$ cat src/rtl/hdlc_tx_pkg.sv
package hdlc_tx_pkg;

  typedef enum logic [2:0] {
    ST_IDLE,
    ST_PRE,
    ST_HDR,
    ST_DATA,
    ST_FCS,
    ST_SEP,
    ST_TAIL
  } tx_state_t;

  localparam logic [7:0]  FLAG_BYTE    = 8'h7E;
  localparam logic [15:0] CRC_POLY_REV = 16'h8408;
  localparam logic [15:0] CRC_SEED     = 16'hFFFF;
  localparam logic [2:0]  RUN_LIMIT    = 3'd5;

  // One LSB-first step of the reflected CRC-16.
  function automatic logic [15:0] crc_step(input logic [15:0] c, input logic b);
    logic fb;
    fb = c[0] ^ b;
    crc_step = {1'b0, c[15:1]} ^ (fb ? CRC_POLY_REV : 16'h0000);
  endfunction

  // Flag counts of zero are raised to one where a delimiter is mandatory.
  function automatic logic [7:0] at_least_one(input logic [7:0] n);
    at_least_one = (n == 8'd0) ? 8'd1 : n;
  endfunction

endpackage

$ cat src/rtl/hdlc_tx_fifo.sv
module hdlc_tx_fifo #(
  parameter int DATA_W = 8,
  parameter int DEPTH  = 16
) (
  input  logic              clk,
  input  logic              rst_n,
  input  logic              push,
  input  logic [DATA_W-1:0] push_data,
  input  logic              push_last,
  input  logic              pop,
  output logic [DATA_W-1:0] head_data,
  output logic              head_last,
  output logic              full,
  output logic              empty,
  output logic              frame_ready
);

  localparam int AW = (DEPTH > 1) ? $clog2(DEPTH) : 1;
  localparam int CW = $clog2(DEPTH + 1);
  localparam logic [AW-1:0] LAST_IDX = AW'(DEPTH - 1);

  logic [DATA_W:0] mem [DEPTH];
  logic [AW-1:0]   wr_ptr, rd_ptr;
  logic [CW-1:0]   fill;
  logic [CW-1:0]   frames;

  function automatic logic [AW-1:0] ptr_inc(input logic [AW-1:0] p);
    ptr_inc = (p == LAST_IDX) ? '0 : p + 1'b1;
  endfunction

  assign full        = (fill == CW'(DEPTH));
  assign empty       = (fill == '0);
  assign frame_ready = (frames != '0);
  assign head_data   = mem[rd_ptr][DATA_W-1:0];
  assign head_last   = mem[rd_ptr][DATA_W];

  wire push_frame_end = push && push_last;
  wire pop_frame_end  = pop && head_last;

  always_ff @(posedge clk) begin
    if (push) mem[wr_ptr] <= {push_last, push_data};
  end

  always_ff @(posedge clk or negedge rst_n) begin
    if (!rst_n) begin
      wr_ptr <= '0;
      rd_ptr <= '0;
      fill   <= '0;
      frames <= '0;
    end else begin
      if (push) wr_ptr <= ptr_inc(wr_ptr);
      if (pop)  rd_ptr <= ptr_inc(rd_ptr);
      case ({push, pop})
        2'b10:   fill <= fill + 1'b1;
        2'b01:   fill <= fill - 1'b1;
        default: fill <= fill;
      endcase
      case ({push_frame_end, pop_frame_end})
        2'b10:   frames <= frames + 1'b1;
        2'b01:   frames <= frames - 1'b1;
        default: frames <= frames;
      endcase
    end
  end

  AST_NO_UNDERFLOW: assert property (@(posedge clk) disable iff (!rst_n)
    pop |-> !empty);

  AST_FRAMES_WITHIN_FILL: assert property (@(posedge clk) disable iff (!rst_n)
    frames <= fill);

endmodule

$ cat src/rtl/hdlc_tx_fcs.sv
module hdlc_tx_fcs (
  input  logic        clk,
  input  logic        rst_n,
  input  logic        clear,
  input  logic        step,
  input  logic        bit_in,
  output logic [15:0] fcs_q,
  output logic [15:0] fcs_next
);
  import hdlc_tx_pkg::*;

  assign fcs_next = crc_step(fcs_q, bit_in);

  always_ff @(posedge clk or negedge rst_n) begin
    if (!rst_n)     fcs_q <= CRC_SEED;
    else if (clear) fcs_q <= CRC_SEED;
    else if (step)  fcs_q <= fcs_next;
  end

endmodule

$ cat src/rtl/hdlc_tx_seq.sv
module hdlc_tx_seq #(
  parameter int CNT_W = 8
) (
  input  logic             clk,
  input  logic             rst_n,
  input  logic [CNT_W-1:0] cfg_preamble,
  input  logic [CNT_W-1:0] cfg_header,
  input  logic [CNT_W-1:0] cfg_tail,
  input  logic             frame_ready,
  input  logic [7:0]       head_data,
  input  logic             head_last,
  output logic             pop,
  input  logic             tx_ready,
  output logic             tx_valid,
  output logic             tx_bit,
  output logic             ptt
);
  import hdlc_tx_pkg::*;

  tx_state_t        state;
  logic [CNT_W-1:0] fcnt;
  logic [CNT_W-1:0] hdr_n, tail_n;
  logic [2:0]       bidx;
  logic [7:0]       sh;
  logic             last_r;
  logic             fcs_hi;
  logic [2:0]       ones;
  logic             stuff_pend;
  logic [15:0]      fcs_q, fcs_next;

  function automatic logic [CNT_W-1:0] floor_one(input logic [CNT_W-1:0] n);
    floor_one = (n == '0) ? CNT_W'(1) : n;
  endfunction

  // Named internal events
  wire flag_state = (state == ST_PRE) || (state == ST_HDR) ||
                    (state == ST_SEP) || (state == ST_TAIL);
  wire stuffable  = (state == ST_DATA) || (state == ST_FCS);
  wire cur_bit    = flag_state ? FLAG_BYTE[bidx] : sh[bidx];
  wire take       = tx_valid && tx_ready;
  wire stuff_take = take && stuff_pend;
  wire real_take  = take && !stuff_pend;
  wire byte_end   = real_take && (bidx == 3'd7);
  wire last_count = (fcnt == CNT_W'(1));
  wire hdr_to_data = byte_end && (state == ST_HDR) && last_count;
  wire sep_to_data = byte_end && (state == ST_SEP);
  wire data_next   = byte_end && (state == ST_DATA) && !last_r;
  wire burst_start = (state == ST_IDLE) && frame_ready;

  assign tx_valid = (state != ST_IDLE);
  assign ptt      = tx_valid;
  assign tx_bit   = stuff_pend ? 1'b0 : cur_bit;
  assign pop      = hdr_to_data || sep_to_data || data_next;

  hdlc_tx_fcs u_fcs (
    .clk      (clk),
    .rst_n    (rst_n),
    .clear    (hdr_to_data || sep_to_data),
    .step     (real_take && (state == ST_DATA)),
    .bit_in   (cur_bit),
    .fcs_q    (fcs_q),
    .fcs_next (fcs_next)
  );

  always_ff @(posedge clk or negedge rst_n) begin
    if (!rst_n) begin
      state      <= ST_IDLE;
      fcnt       <= '0;
      hdr_n      <= CNT_W'(1);
      tail_n     <= CNT_W'(1);
      bidx       <= '0;
      sh         <= '0;
      last_r     <= 1'b0;
      fcs_hi     <= 1'b0;
      ones       <= '0;
      stuff_pend <= 1'b0;
    end else begin
      if (stuff_take) begin
        stuff_pend <= 1'b0;
        ones       <= '0;
      end else if (real_take) begin
        bidx <= bidx + 1'b1;
        if (stuffable && cur_bit) begin
          ones       <= ones + 1'b1;
          stuff_pend <= (ones == RUN_LIMIT - 3'd1);
        end else begin
          ones <= '0;
        end
        if (bidx == 3'd7) begin
          case (state)
            ST_PRE: begin
              if (last_count) begin
                state <= ST_HDR;
                fcnt  <= hdr_n;
              end else begin
                fcnt <= fcnt - 1'b1;
              end
            end
            ST_HDR: begin
              if (last_count) begin
                state  <= ST_DATA;
                sh     <= head_data;
                last_r <= head_last;
              end else begin
                fcnt <= fcnt - 1'b1;
              end
            end
            ST_DATA: begin
              if (last_r) begin
                state  <= ST_FCS;
                fcs_hi <= 1'b0;
                sh     <= ~fcs_next[7:0];
              end else begin
                sh     <= head_data;
                last_r <= head_last;
              end
            end
            ST_FCS: begin
              if (!fcs_hi) begin
                fcs_hi <= 1'b1;
                sh     <= ~fcs_q[15:8];
              end else if (frame_ready) begin
                state <= ST_SEP;
              end else begin
                state <= ST_TAIL;
                fcnt  <= tail_n;
              end
            end
            ST_SEP: begin
              state  <= ST_DATA;
              sh     <= head_data;
              last_r <= head_last;
            end
            ST_TAIL: begin
              if (last_count) state <= ST_IDLE;
              else            fcnt  <= fcnt - 1'b1;
            end
            default: state <= ST_IDLE;
          endcase
        end
      end
      if (burst_start) begin
        hdr_n  <= floor_one(cfg_header);
        tail_n <= floor_one(cfg_tail);
        bidx   <= '0;
        ones   <= '0;
        if (cfg_preamble != '0) begin
          state <= ST_PRE;
          fcnt  <= cfg_preamble;
        end else begin
          state <= ST_HDR;
          fcnt  <= floor_one(cfg_header);
        end
      end
    end
  end

  AST_HOLD_BIT: assert property (@(posedge clk) disable iff (!rst_n)
    (tx_valid && !tx_ready) |=> (tx_valid && $stable(tx_bit)));

  AST_BYTE_ALIGNED: assert property (@(posedge clk) disable iff (!rst_n)
    (state != $past(state)) |-> (bidx == 3'd0));

  AST_ZERO_AFTER_RUN: assert property (@(posedge clk) disable iff (!rst_n)
    (real_take && stuffable && cur_bit && (ones == RUN_LIMIT - 3'd1))
      |=> (tx_valid && !tx_bit));

  AST_PTT_ENDS_IN_TAIL: assert property (@(posedge clk) disable iff (!rst_n)
    $fell(ptt) |-> $past((state == ST_TAIL) && take));

endmodule

$ cat src/rtl/hdlc_tx_framer.sv
module hdlc_tx_framer #(
  parameter int FIFO_DEPTH = 16,
  parameter int CNT_W      = 8
) (
  input  logic             clk,
  input  logic             rst_n,
  input  logic [CNT_W-1:0] cfg_preamble,
  input  logic [CNT_W-1:0] cfg_header,
  input  logic [CNT_W-1:0] cfg_tail,
  input  logic             wr_valid,
  input  logic [7:0]       wr_data,
  input  logic             wr_last,
  output logic             wr_ready,
  input  logic             tx_ready,
  output logic             tx_valid,
  output logic             tx_bit,
  output logic             ptt
);

  logic       full, empty, frame_ready, pop;
  logic [7:0] head_data;
  logic       head_last;

  wire push = wr_valid && !full;
  assign wr_ready = !full;

  hdlc_tx_fifo #(.DATA_W(8), .DEPTH(FIFO_DEPTH)) u_fifo (
    .clk         (clk),
    .rst_n       (rst_n),
    .push        (push),
    .push_data   (wr_data),
    .push_last   (wr_last),
    .pop         (pop),
    .head_data   (head_data),
    .head_last   (head_last),
    .full        (full),
    .empty       (empty),
    .frame_ready (frame_ready)
  );

  hdlc_tx_seq #(.CNT_W(CNT_W)) u_seq (
    .clk          (clk),
    .rst_n        (rst_n),
    .cfg_preamble (cfg_preamble),
    .cfg_header   (cfg_header),
    .cfg_tail     (cfg_tail),
    .frame_ready  (frame_ready),
    .head_data    (head_data),
    .head_last    (head_last),
    .pop          (pop),
    .tx_ready     (tx_ready),
    .tx_valid     (tx_valid),
    .tx_bit       (tx_bit),
    .ptt          (ptt)
  );

endmodule

$ cat config.mk
export PLATFORM = sky130hd
export DESIGN_NAME = hdlc_tx_framer
export DESIGN_NICKNAME = d
export VERILOG_FILES = /design/src/rtl/hdlc_tx_pkg.sv /design/src/rtl/hdlc_tx_fifo.sv /design/src/rtl/hdlc_tx_fcs.sv /design/src/rtl/hdlc_tx_seq.sv /design/src/rtl/hdlc_tx_framer.sv
export SDC_FILE = /design/constraint.sdc
export NUM_CORES = 1
export LEC_CHECK = 0
export BUFFER_PORTS_ARGS = -buffer_cell sky130_fd_sc_hd__buf_4
export CAP_MARGIN = 20
export CORE_MARGIN = 2
export CORE_UTILIZATION = 56
export CTS_CLUSTER_SIZE = 40
export DETAILED_ROUTE_END_ITERATION = 8
export PLACE_DENSITY = 0.79
export REMOVE_ABC_BUFFERS = 1
export SLEW_MARGIN = 20
export SYNTH_ARGS = -nofsm -noshare
export SYNTH_HDL_FRONTEND = slang
export SYNTH_HIERARCHICAL = 1
export SYNTH_SLANG_ARGS = --single-unit
$ cat constraint.sdc
create_clock -name clk -period 3.2 [get_ports clk]
set_clock_uncertainty 0.15 [all_clocks]
set_input_delay 0.64 -clock clk [delete_from_list [all_inputs] [get_ports clk]]
set_output_delay 0.64 -clock clk [all_outputs]
set_load 0.01 [all_outputs]
==> results.json, run 1 <==
{
  "hold_class": "in2async",
  "outcome": "finished, violations left",
  "drive_above_1_share": 0.230,
  "clk_latency_ns": 0.52,
  "track_usage": 0.225,
  "drv_slew": 0,
  "fillers": 1251,
  "p_leak_nw": 4.53,
  "first_global_vias": 6626,
  "startpoint_type": "flop",
  "holdBufCountCts": 0,
  "finalSetupViolCount": 0,
  "dp_hpwl_mm": 14.2,
  "cts_made_buffers": 23,
  "nNetsFinal": 857,
  "period_minus_slack_ns": 3.12,
  "utilization": 0.652,
  "viasPerCell": 6.23,
  "p_switching_w": 0.00185,
  "period_share": 0.975,
  "grt_antenna_before_repair": 0,
  "vdd_drop_max_v": 0.000602,
  "htreeDepth": 1,
  "p_seq_frac": 0.479,
  "rows": 49,
  "post_drt_wl_per_cell_um": 21.0,
  "syn_area_per_cell_um2": 13.8,
  "firstDrtPassIters": 4,
  "hold_viol_final": 7,
  "violations": "negative hold slack",
  "drt_iter0_drc": 457,
  "die-area_um2": 19600,
  "syn2layout_area_growth_pct": 13.5,
  "slew_headroom": 0.281,
  "tightest_slew_ns": 1.07,
  "die_width_um": 140,
  "clkTransAtPathRegs_ns": 0.06,
  "io_pins": 41,
  "gp_congestion": 0.891,
  "path_class": "reg2reg",
  "cp.required_ns": 3.42,
  "critPathArrivalTime_ns": 3.34,
  "vias": 6493,
  "die_h_um": 140,
  "swShare": 0.250,
  "grt_max_degree": 79,
  "fmax_ghz": 0.320,
  "synth_cells": 748,
  "ys_warn_count": 6,
  "drt_drc_violations_left": 0,
  "p_per_area_nw_per_um2": 630,
  "drv_cap": 0,
  "root_buffer": "clkbuf_16",
  "grt-ovfl-total": 0,
  "cts_buffer_depth": 3,
  "numClockSinks": 222,
  "synth_area_um2": 10400,
  "final_antenna_net_count": 0,
  "comb_power_share": 0.142,
  "coreArea_um2": 18000,
  "power_frac_clock": 0.379,
  "start_util": 0.575,
  "crit_fanout": 5,
  "grt_pass1_wl_mm": 35.0,
  "end_kind": "flop",
  "n_antenna_cell": 0,
  "holdWs_ns": -0.00740,
  "wirelength_mm": 21.9,
  "power.internal_w": 0.00556,
  "io_buffers": 40,
  "cts_tree": "yes"
}
layer usage:
metal	GRT usage	vias up	wire length [um]
met5	0	-	0
met4	0.0611	0	432
met3	0.0383	36	1290
met2	0.389	220	11100
met1	0.300	3302	9040
li1	-	2935	-
power by group through the flow:
stage	logic, W	registers (W)	clock network, W
floorplan	0.000657	0.00354	0
global placement	0.000950	0.00357	0
detailed placement	0.00102	0.00360	0
CTS	0.00104	0.00355	0.00286
global route	0.00116	0.00358	0.00298
finish	0.00105	0.00355	0.00281
through the flow:
| stage | instance area [um2] | std cells | power [W] | setup TNS [ns] | setup slack [ns] |
|---|---|---|---|---|---|
| 6_report | 11800 | 1042 | 0.00741 | 0 | 0.0794 |
| 3_5_place_dp | 10900 | 999 | 0.00461 | -0.701 | -0.311 |
| 4_1_cts | 11700 | 1042 | 0.00745 | 0 | 0.0117 |
| 3_3_place_gp | 10900 | 999 | 0.00452 | -0.127 | -0.0779 |
| 5_1_grt | 11800 | 1042 | 0.00772 | -0.0183 | -0.0183 |
| 2_1_floorplan | 10100 | 700 | 0.00420 | -3.18 | -0.868 |
path summary, 6_finish.rpt:
check,from,end,slack [ns],depth (start not counted)
min in group clk,cfg_tail[4],u_seq/tail_n[4],0.18,3
hold reg to reg,u_seq/hdr_n[3],u_seq/hdr_n[3],0.33,2
setup / recovery,u_seq/fcnt[1],u_fifo/fill[4],0.08,13
setup reg to reg,u_seq/fcnt[1],u_fifo/fill[4],0.08,13
hold / removal,rst_n,u_seq/fcnt[7],-0.007,1
max in group asynchronous,rst_n,u_fifo/rd_ptr[2],2.37,1
timing repair:
action | in CTS | in global routing
buffers inserted | 2 | 0
gates resized for setup | 6 | 10
endpoints found under the setup margin | 4 | 4
hold endpoints to repair | 0 | 0
pin swaps | 2 | 4
sequential cells by signal (all words and copies together), names as in the netlist, 5 cells and up:
register           count
u_seq/hdr_n            8
u_fifo/frames          5
u_seq/sh               8
u_fifo/fill            5
u_seq/fcnt             8
u_seq/tail_n           8
u_seq/u_fcs/fcs_q     16
u_fifo/mem           144
area by class of cell:
type	count	area [um2]	area share
Inverter	26	97.6	0.00830
Clock buffer	29	598	0.0509
Timing Repair Buffer	72	544	0.0463
Multi-Input combinational cell	452	3730	0.317
Tap cell	229	287	0.0244
Clock inverter	12	198	0.0168
Sequential cell	222	6300	0.536
critical path, cell delays in order, from the launching register on:
cell and delay, ns:
dfrtp_1 0.39, inv_1 0.09, ha_1 0.15, nor2b_4 0.19, nand3_2 0.13, o31ai_4 0.23
nand2_2 0.11, o31ai_2 0.15, ha_2 0.29, ha_1 0.26, nor2b_1 0.16, o21a_1 0.20
o311ai_1 0.30, o311ai_0 0.18
placed cells by master (no fill, tap or decap), types with 5 or more instances in the layout:
| cell | instances |
|---|---|
| o221ai_1 | 9 |
| nor3_1 | 14 |
| mux4_2 | 27 |
| dfrtp_2 | 5 |
| dfrtp_1 | 55 |
| buf_4 | 71 |
| a211o_1 | 16 |
| mux2i_1 | 5 |
| nor2b_1 | 27 |
| inv_1 | 26 |
| xnor2_1 | 11 |
| edfxtp_1 | 144 |
| o21ai_0 | 23 |
| a22oi_1 | 22 |
| mux4_1 | 12 |
| clkbuf_1 | 6 |
| a21oi_1 | 21 |
| nor4_1 | 6 |
| clkbuf_16 | 23 |
| nand2_1 | 99 |
| nand2b_1 | 7 |
| dfstp_2 | 18 |
| a21o_1 | 5 |
| mux2_2 | 12 |
| bufinv_16 | 5 |
| nor2_1 | 25 |
| ha_1 | 19 |
(Power assumes the default switching activity.)
==> run 2, diff against run 1 <==
--- a/config.mk
+++ b/config.mk
@@ -8,10 +8,11 @@
 export BUFFER_PORTS_ARGS = -buffer_cell sky130_fd_sc_hd__buf_4
 export CAP_MARGIN = 20
 export CORE_MARGIN = 2
-export CORE_UTILIZATION = 56
+export CORE_UTILIZATION = 50
 export CTS_CLUSTER_SIZE = 40
 export DETAILED_ROUTE_END_ITERATION = 8
-export PLACE_DENSITY = 0.79
+export GPL_TIMING_DRIVEN = 0
+export PLACE_DENSITY = 0.72
 export REMOVE_ABC_BUFFERS = 1
 export SLEW_MARGIN = 20
 export SYNTH_ARGS = -nofsm -noshare
==> run 2 against run 1 <==
  * The flow still finishes with violations (negative hold slack)
  * Global-route usage shrank 1.9 points
  * Final cell count rose by 3.2%
  * Worst hold slack worse by 0.012 ns
  * Final area rose by 1.1%
  * Flip-flop and latch count is the same
  * Via count decreased by 1.2%
  * First-iteration DRC count increased by 30%
  * Register-to-register slack got worse by 0.02 ns
  * Non-clock buffer count fell by 8
  * Sequential share of layout area down 0.50 points
  * Die area is 12% higher
==> results.json, run 2 (synthesis gave the netlist of run 1 again) <==
{
  "io_pins": 41,
  "holdBufCountCts": 0,
  "drv_cap": 0,
  "grt_pass1_wl_mm": 35.5,
  "rsz0062_at_grt": "yes",
  "tightest_slew_ns": 1.04,
  "die_h_um": 148,
  "htreeDepth": 1,
  "syn2layout_area_growth_pct": 14.8,
  "gp_congestion": 0.859,
  "viasPerCell": 5.97,
  "violations": "negative hold slack",
  "grt_antenna_before_repair": 0,
  "cts_tree": "yes",
  "design_area_um2": 11900,
  "holdWs_ns": -0.0192,
  "dp_slack_ns": -1.06,
  "final_cell_mix": "144 x edfxtp_1, 99 x nand2_1, 59 x buf_4",
  "die-area_um2": 21900,
  "end_kind": "flop",
  "placed_area_um2": 10800,
  "top_register": "u_fifo/mem",
  "dp_hpwl_mm": 14.1,
  "n_antenna_cell": 0,
  "p_switching_w": 0.00187,
  "finalSetupViolCount": 0,
  "critPathArrivalTime_ns": 3.40,
  "clk_latency_ns": 0.54,
  "top_regs": "u_fifo/mem (144), u_seq/u_fcs/fcs_q (16)",
  "fin_ws_ns": 0.0644,
  "cp.required_ns": 3.46,
  "outcome": "finished, violations left",
  "io_buffers": 40,
  "comb_power_share": 0.138,
  "total_power_w": 0.00735,
  "slew_headroom": 0.304,
  "clkTransAtPathRegs_ns": 0.06,
  "startpoint_type": "flop",
  "first_global_vias": 6646,
  "rows": 52,
  "fmax_ghz": 0.319,
  "vdd_drop_max_v": 0.000482,
  "numClockSinks": 222,
  "largest_reg_flops": 144,
  "drv_slew": 0,
  "drive_above_1_share": 0.243,
  "grt_max_degree": 79,
  "path_class": "reg2reg",
  "vias": 6416,
  "firstDrtPassIters": 5,
  "crit_fanout": 16,
  "power.internal_w": 0.00547,
  "p_seq_frac": 0.485,
  "coreArea_um2": 20300,
  "cts_buffer_depth": 3,
  "layout_commonest_cell": "edfxtp_1",
  "hold_class": "in2async",
  "start_util": 0.510,
  "p_per_area_nw_per_um2": 618,
  "root_buffer": "clkbuf_16",
  "die_width_um": 148,
  "nNetsFinal": 850,
  "drt_drc_violations_left": 0,
  "wirelength_mm": 21.9,
  "cts_made_buffers": 24,
  "hold_viol_final": 8,
  "period_share": 0.980,
  "final_antenna_net_count": 0,
  "drt_iter0_drc": 596,
  "period_minus_slack_ns": 3.14,
  "power_frac_clock": 0.377,
  "grt-ovfl-total": 0,
  "swShare": 0.255,
  "p_leak_nw": 4.53,
  "post_drt_wl_per_cell_um": 20.4,
  "track_usage": 0.206,
  "fin_tns_setup_ns": 0
}
run 2: path summary, 6_finish.rpt:
path | from | to | slack, ns | depth (start not counted)
max in group asynchronous | rst_n | u_seq/state[2] | 2.32 | 1
min reg2reg | u_seq/hdr_n[4] | u_seq/hdr_n[4] | 0.32 | 2
max reg2reg | u_seq/state[2] | u_fifo/frames[4] | 0.06 | 10
min in group clk | cfg_tail[4] | u_seq/tail_n[4] | 0.17 | 3
max | u_seq/state[2] | u_fifo/frames[4] | 0.06 | 10
min | rst_n | u_seq/fcnt[4] | -0.02 | 1
run 2: metrics by stage:
stage                util  instances
finish              0.586       1075
global route        0.586       1075
CTS                 0.581       1069
detailed placement  0.533       1016
global placement    0.528       1010
floorplan               -        700
run 2: timing repair:
action                     4_1_cts  5_1_grt
resized for setup               17       14
pin swaps                        2        6
buffers inserted                12        6
setup endpoints to repair       11        6
run 2: area by class of cell:
cell class | count | area, um2
Sequential cell | 222 | 6320
Fill cell | 1568 | 8410
Timing Repair Buffer | 64 | 528
Inverter | 26 | 97.6
Multi-Input combinational cell | 452 | 3810
Tap cell | 270 | 338
Clock buffer | 29 | 639
Clock inverter | 12 | 160
run 2: worst max-delay path: stages, from the launching register on:
cell	delay, ns
dfrtp_4	0.57
or3_4	0.47
nor2b_2	0.20
nand2_2	0.10
o31ai_4	0.13
and2_4	0.18
ha_4	0.19
fa_1	0.42
a21oi_2	0.23
o21ai_1	0.11
o311ai_1	0.27
run 2: per-layer routing:
metal	track usage	wire [um]	share of wire	vias up
met5	0	0	0	-
met4	0.0557	515	0.023	0
met3	0.0309	1090	0.050	44
met2	0.361	11200	0.51	191
met1	0.271	9140	0.42	3266
li1	-	-	-	2915
run 2: power by group through the flow:
stage                     clock network [W]  registers [W]  logic [W]
after global routing                0.00294        0.00359    0.00113
after global placement                    0        0.00358   0.000884
after floorplan                           0        0.00354   0.000657
after CTS                           0.00281        0.00356   0.000980
final                               0.00277        0.00356    0.00101
after detailed placement                  0        0.00361   0.000964
==> run 3, diff against run 2 <==
--- a/config.mk
+++ b/config.mk
@@ -12,7 +12,7 @@
 export CTS_CLUSTER_SIZE = 40
 export DETAILED_ROUTE_END_ITERATION = 8
 export GPL_TIMING_DRIVEN = 0
-export PLACE_DENSITY = 0.72
+export PLACE_DENSITY = 0.7
 export REMOVE_ABC_BUFFERS = 1
 export SLEW_MARGIN = 20
 export SYNTH_ARGS = -nofsm -noshare
==> constraint.sdc (replaced) <==
create_clock -name clk -period 3.15 [get_ports clk]
set_clock_uncertainty 0.15 [all_clocks]
set_input_delay 0.63 -clock clk [delete_from_list [all_inputs] [get_ports clk]]
set_output_delay 0.63 -clock clk [all_outputs]
set_load 0.01 [all_outputs]
==> run 3 against run 2 <==
  * The flow now finishes without violations
  * Setup slack improved by 0.0018 ns
  * Flip-flop and latch count is the same
  * Sequential share of layout area about the same
  * Total power up 0.34%
  * Combinational power hardly changed
  * Global-route usage decreased by 0.41 points
  * Final cell count up 0.28%
  * Largest power group unchanged
==> results.json, run 3 (synthesis gave the netlist of run 1 again) <==
{
  "start_util": 0.510,
  "top_register": "u_fifo/mem",
  "startpoint_type": "flop",
  "fmax_ghz": 0.324,
  "hold_class": "in2reg",
  "grt_max_degree": 79,
  "fillers": 1545,
  "top_regs": "u_fifo/mem (144), u_seq/u_fcs/fcs_q (16)",
  "grt_antenna_before_repair": 0,
  "cts_made_buffers": 24,
  "path_class": "reg2reg",
  "largest_reg_flops": 144,
  "clkTransAtPathRegs_ns": 0.06,
  "final_antenna_net_count": 0,
  "post_drt_wl_per_cell_um": 20.4,
  "period_share": 0.979,
  "hold_path_depth": 3,
  "min-delay-start": "cfg_tail[4]",
  "syn2layout_area_growth_pct": 14.8,
  "layout_commonest_cell": "edfxtp_1",
  "crit_fanout": 16,
  "met1_usage": 0.269,
  "total_power_w": 0.00737,
  "hold_viol_final": 0,
  "vdd_drop_max_v": 0.000397,
  "die-area_um2": 21900,
  "final_cell_mix": "144 x edfxtp_1, 99 x nand2_1, 58 x buf_4",
  "ff2ff_setup_slack_ns": 0.07,
  "reg2reg_from": "u_seq/state[2]",
  "placed_area_um2": 10800,
  "rows": 52,
  "r2r-end": "u_fifo/frames[4]",
  "clk_latency_ns": 0.53,
  "grt.busiest_layer": "met2",
  "wirelength_mm": 22.0,
  "cp.required_ns": 3.43,
  "firstDrtPassIters": 5,
  "nNetsFinal": 850,
  "io_pins": 41,
  "p_per_area_nw_per_um2": 620,
  "htreeDepth": 1,
  "slew_headroom": 0.237,
  "die_h_um": 148,
  "cts_buffer_depth": 3,
  "p_leak_nw": 4.52,
  "finalSetupViolCount": 0,
  "grt-ovfl-total": 0,
  "numClockSinks": 222,
  "dp_slack_ns": -1.06,
  "gp_congestion": 0.855,
  "fin_ws_ns": 0.0662,
  "drt_drc_violations_left": 0,
  "vias": 6383,
  "placed_cells": 1016,
  "design_area_um2": 11900,
  "rr_worst_depth": 10,
  "tightest_slew_ns": 1.14,
  "drv_slew": 0,
  "min_to": "u_seq/tail_n[4]",
  "outcome": "completed",
  "fin_tns_setup_ns": 0,
  "drive_above_1_share": 0.245,
  "viasPerCell": 5.92,
  "end_kind": "flop",
  "n_antenna_cell": 0,
  "critPathArrivalTime_ns": 3.36,
  "drv_cap": 0,
  "gr-usage-met3": 0.0352,
  "grt_pass1_wl_mm": 34.5,
  "finalNonFillerCells": 1078,
  "period_minus_slack_ns": 3.08,
  "dp_hpwl_mm": 13.6,
  "first_global_vias": 6504,
  "gr-usage-met2": 0.349,
  "die_width_um": 148,
  "root_buffer": "clkbuf_16",
  "drt_iter0_drc": 504,
  "io_buffers": 40,
  "track_usage": 0.202,
  "cts_tree": "yes",
  "coreArea_um2": 20300
}
[run 3: layer usage]
metal  part of all wire  vias up
met3              0.055       31
met4              0.020        0
met1               0.42     3248
li1                   -     2928
met5                  0        -
met2               0.50      176
[run 3: repair_timing]
item                                   in CTS  in global routing
gates cloned                                0                  1
endpoints found under the hold margin       0                 20
gates resized for setup                    17                 13
setup buffers                               8                  7
hold buffers                                0                  1
setup endpoints to repair                  11                  4
pin swaps                                   3                  6
[run 3: worst max path at each step]
stage          slack, ns  cells past startpoint              from               end
2_1_floorplan      -0.92                      9  u_fifo/rd_ptr[0]  u_fifo/frames[4]
4_1_cts            -0.02                      9  u_fifo/rd_ptr[0]  u_fifo/frames[4]
6_report            0.07                     10    u_seq/state[2]  u_fifo/frames[4]
3_5_place_dp       -1.06                      9    u_seq/state[2]  u_fifo/frames[4]
3_3_place_gp       -1.67                      9  u_fifo/rd_ptr[0]  u_fifo/frames[4]
5_1_grt            -0.02                     13     u_seq/fcnt[1]    u_fifo/fill[4]
[run 3: cell type report]
cell class / instances / area, um2 / share of cell area
clock buffer: 27 / 622 / 0.0523
clock inverter: 17 / 170 / 0.0143
inverter: 26 / 97.6 / 0.00821
multi-input combinational: 452 / 3800 / 0.320
sequential: 222 / 6320 / 0.531
tap: 270 / 338 / 0.0284
timing repair buffer: 64 / 546 / 0.0459
[run 3: power by group]
part	switching (W)	internal [W]	leakage, nW	total [W]
Clock	0.00114	0.00160	0.384	0.00274
Combinational	0.000564	0.000450	1.95	0.00101
Sequential	0.000200	0.00341	2.19	0.00361
[run 3: stage by stage]
step                 util  hold slack, ns
finish              0.586           0.167
floorplan               -           0.184
global route        0.586           0.168
detailed placement  0.533           0.314
global placement    0.528           0.305
CTS                 0.579           0.148
[run 3: critical path, stage by stage (launching register included)]
cell and delay [ns]:
dfrtp_4 0.57, or3_4 0.46, nor2b_1 0.19, nand2_2 0.10, o31ai_4 0.11, and2_4 0.19
ha_4 0.19, fa_1 0.42, a21oi_2 0.22, o21ai_1 0.11, o311ai_1 0.27
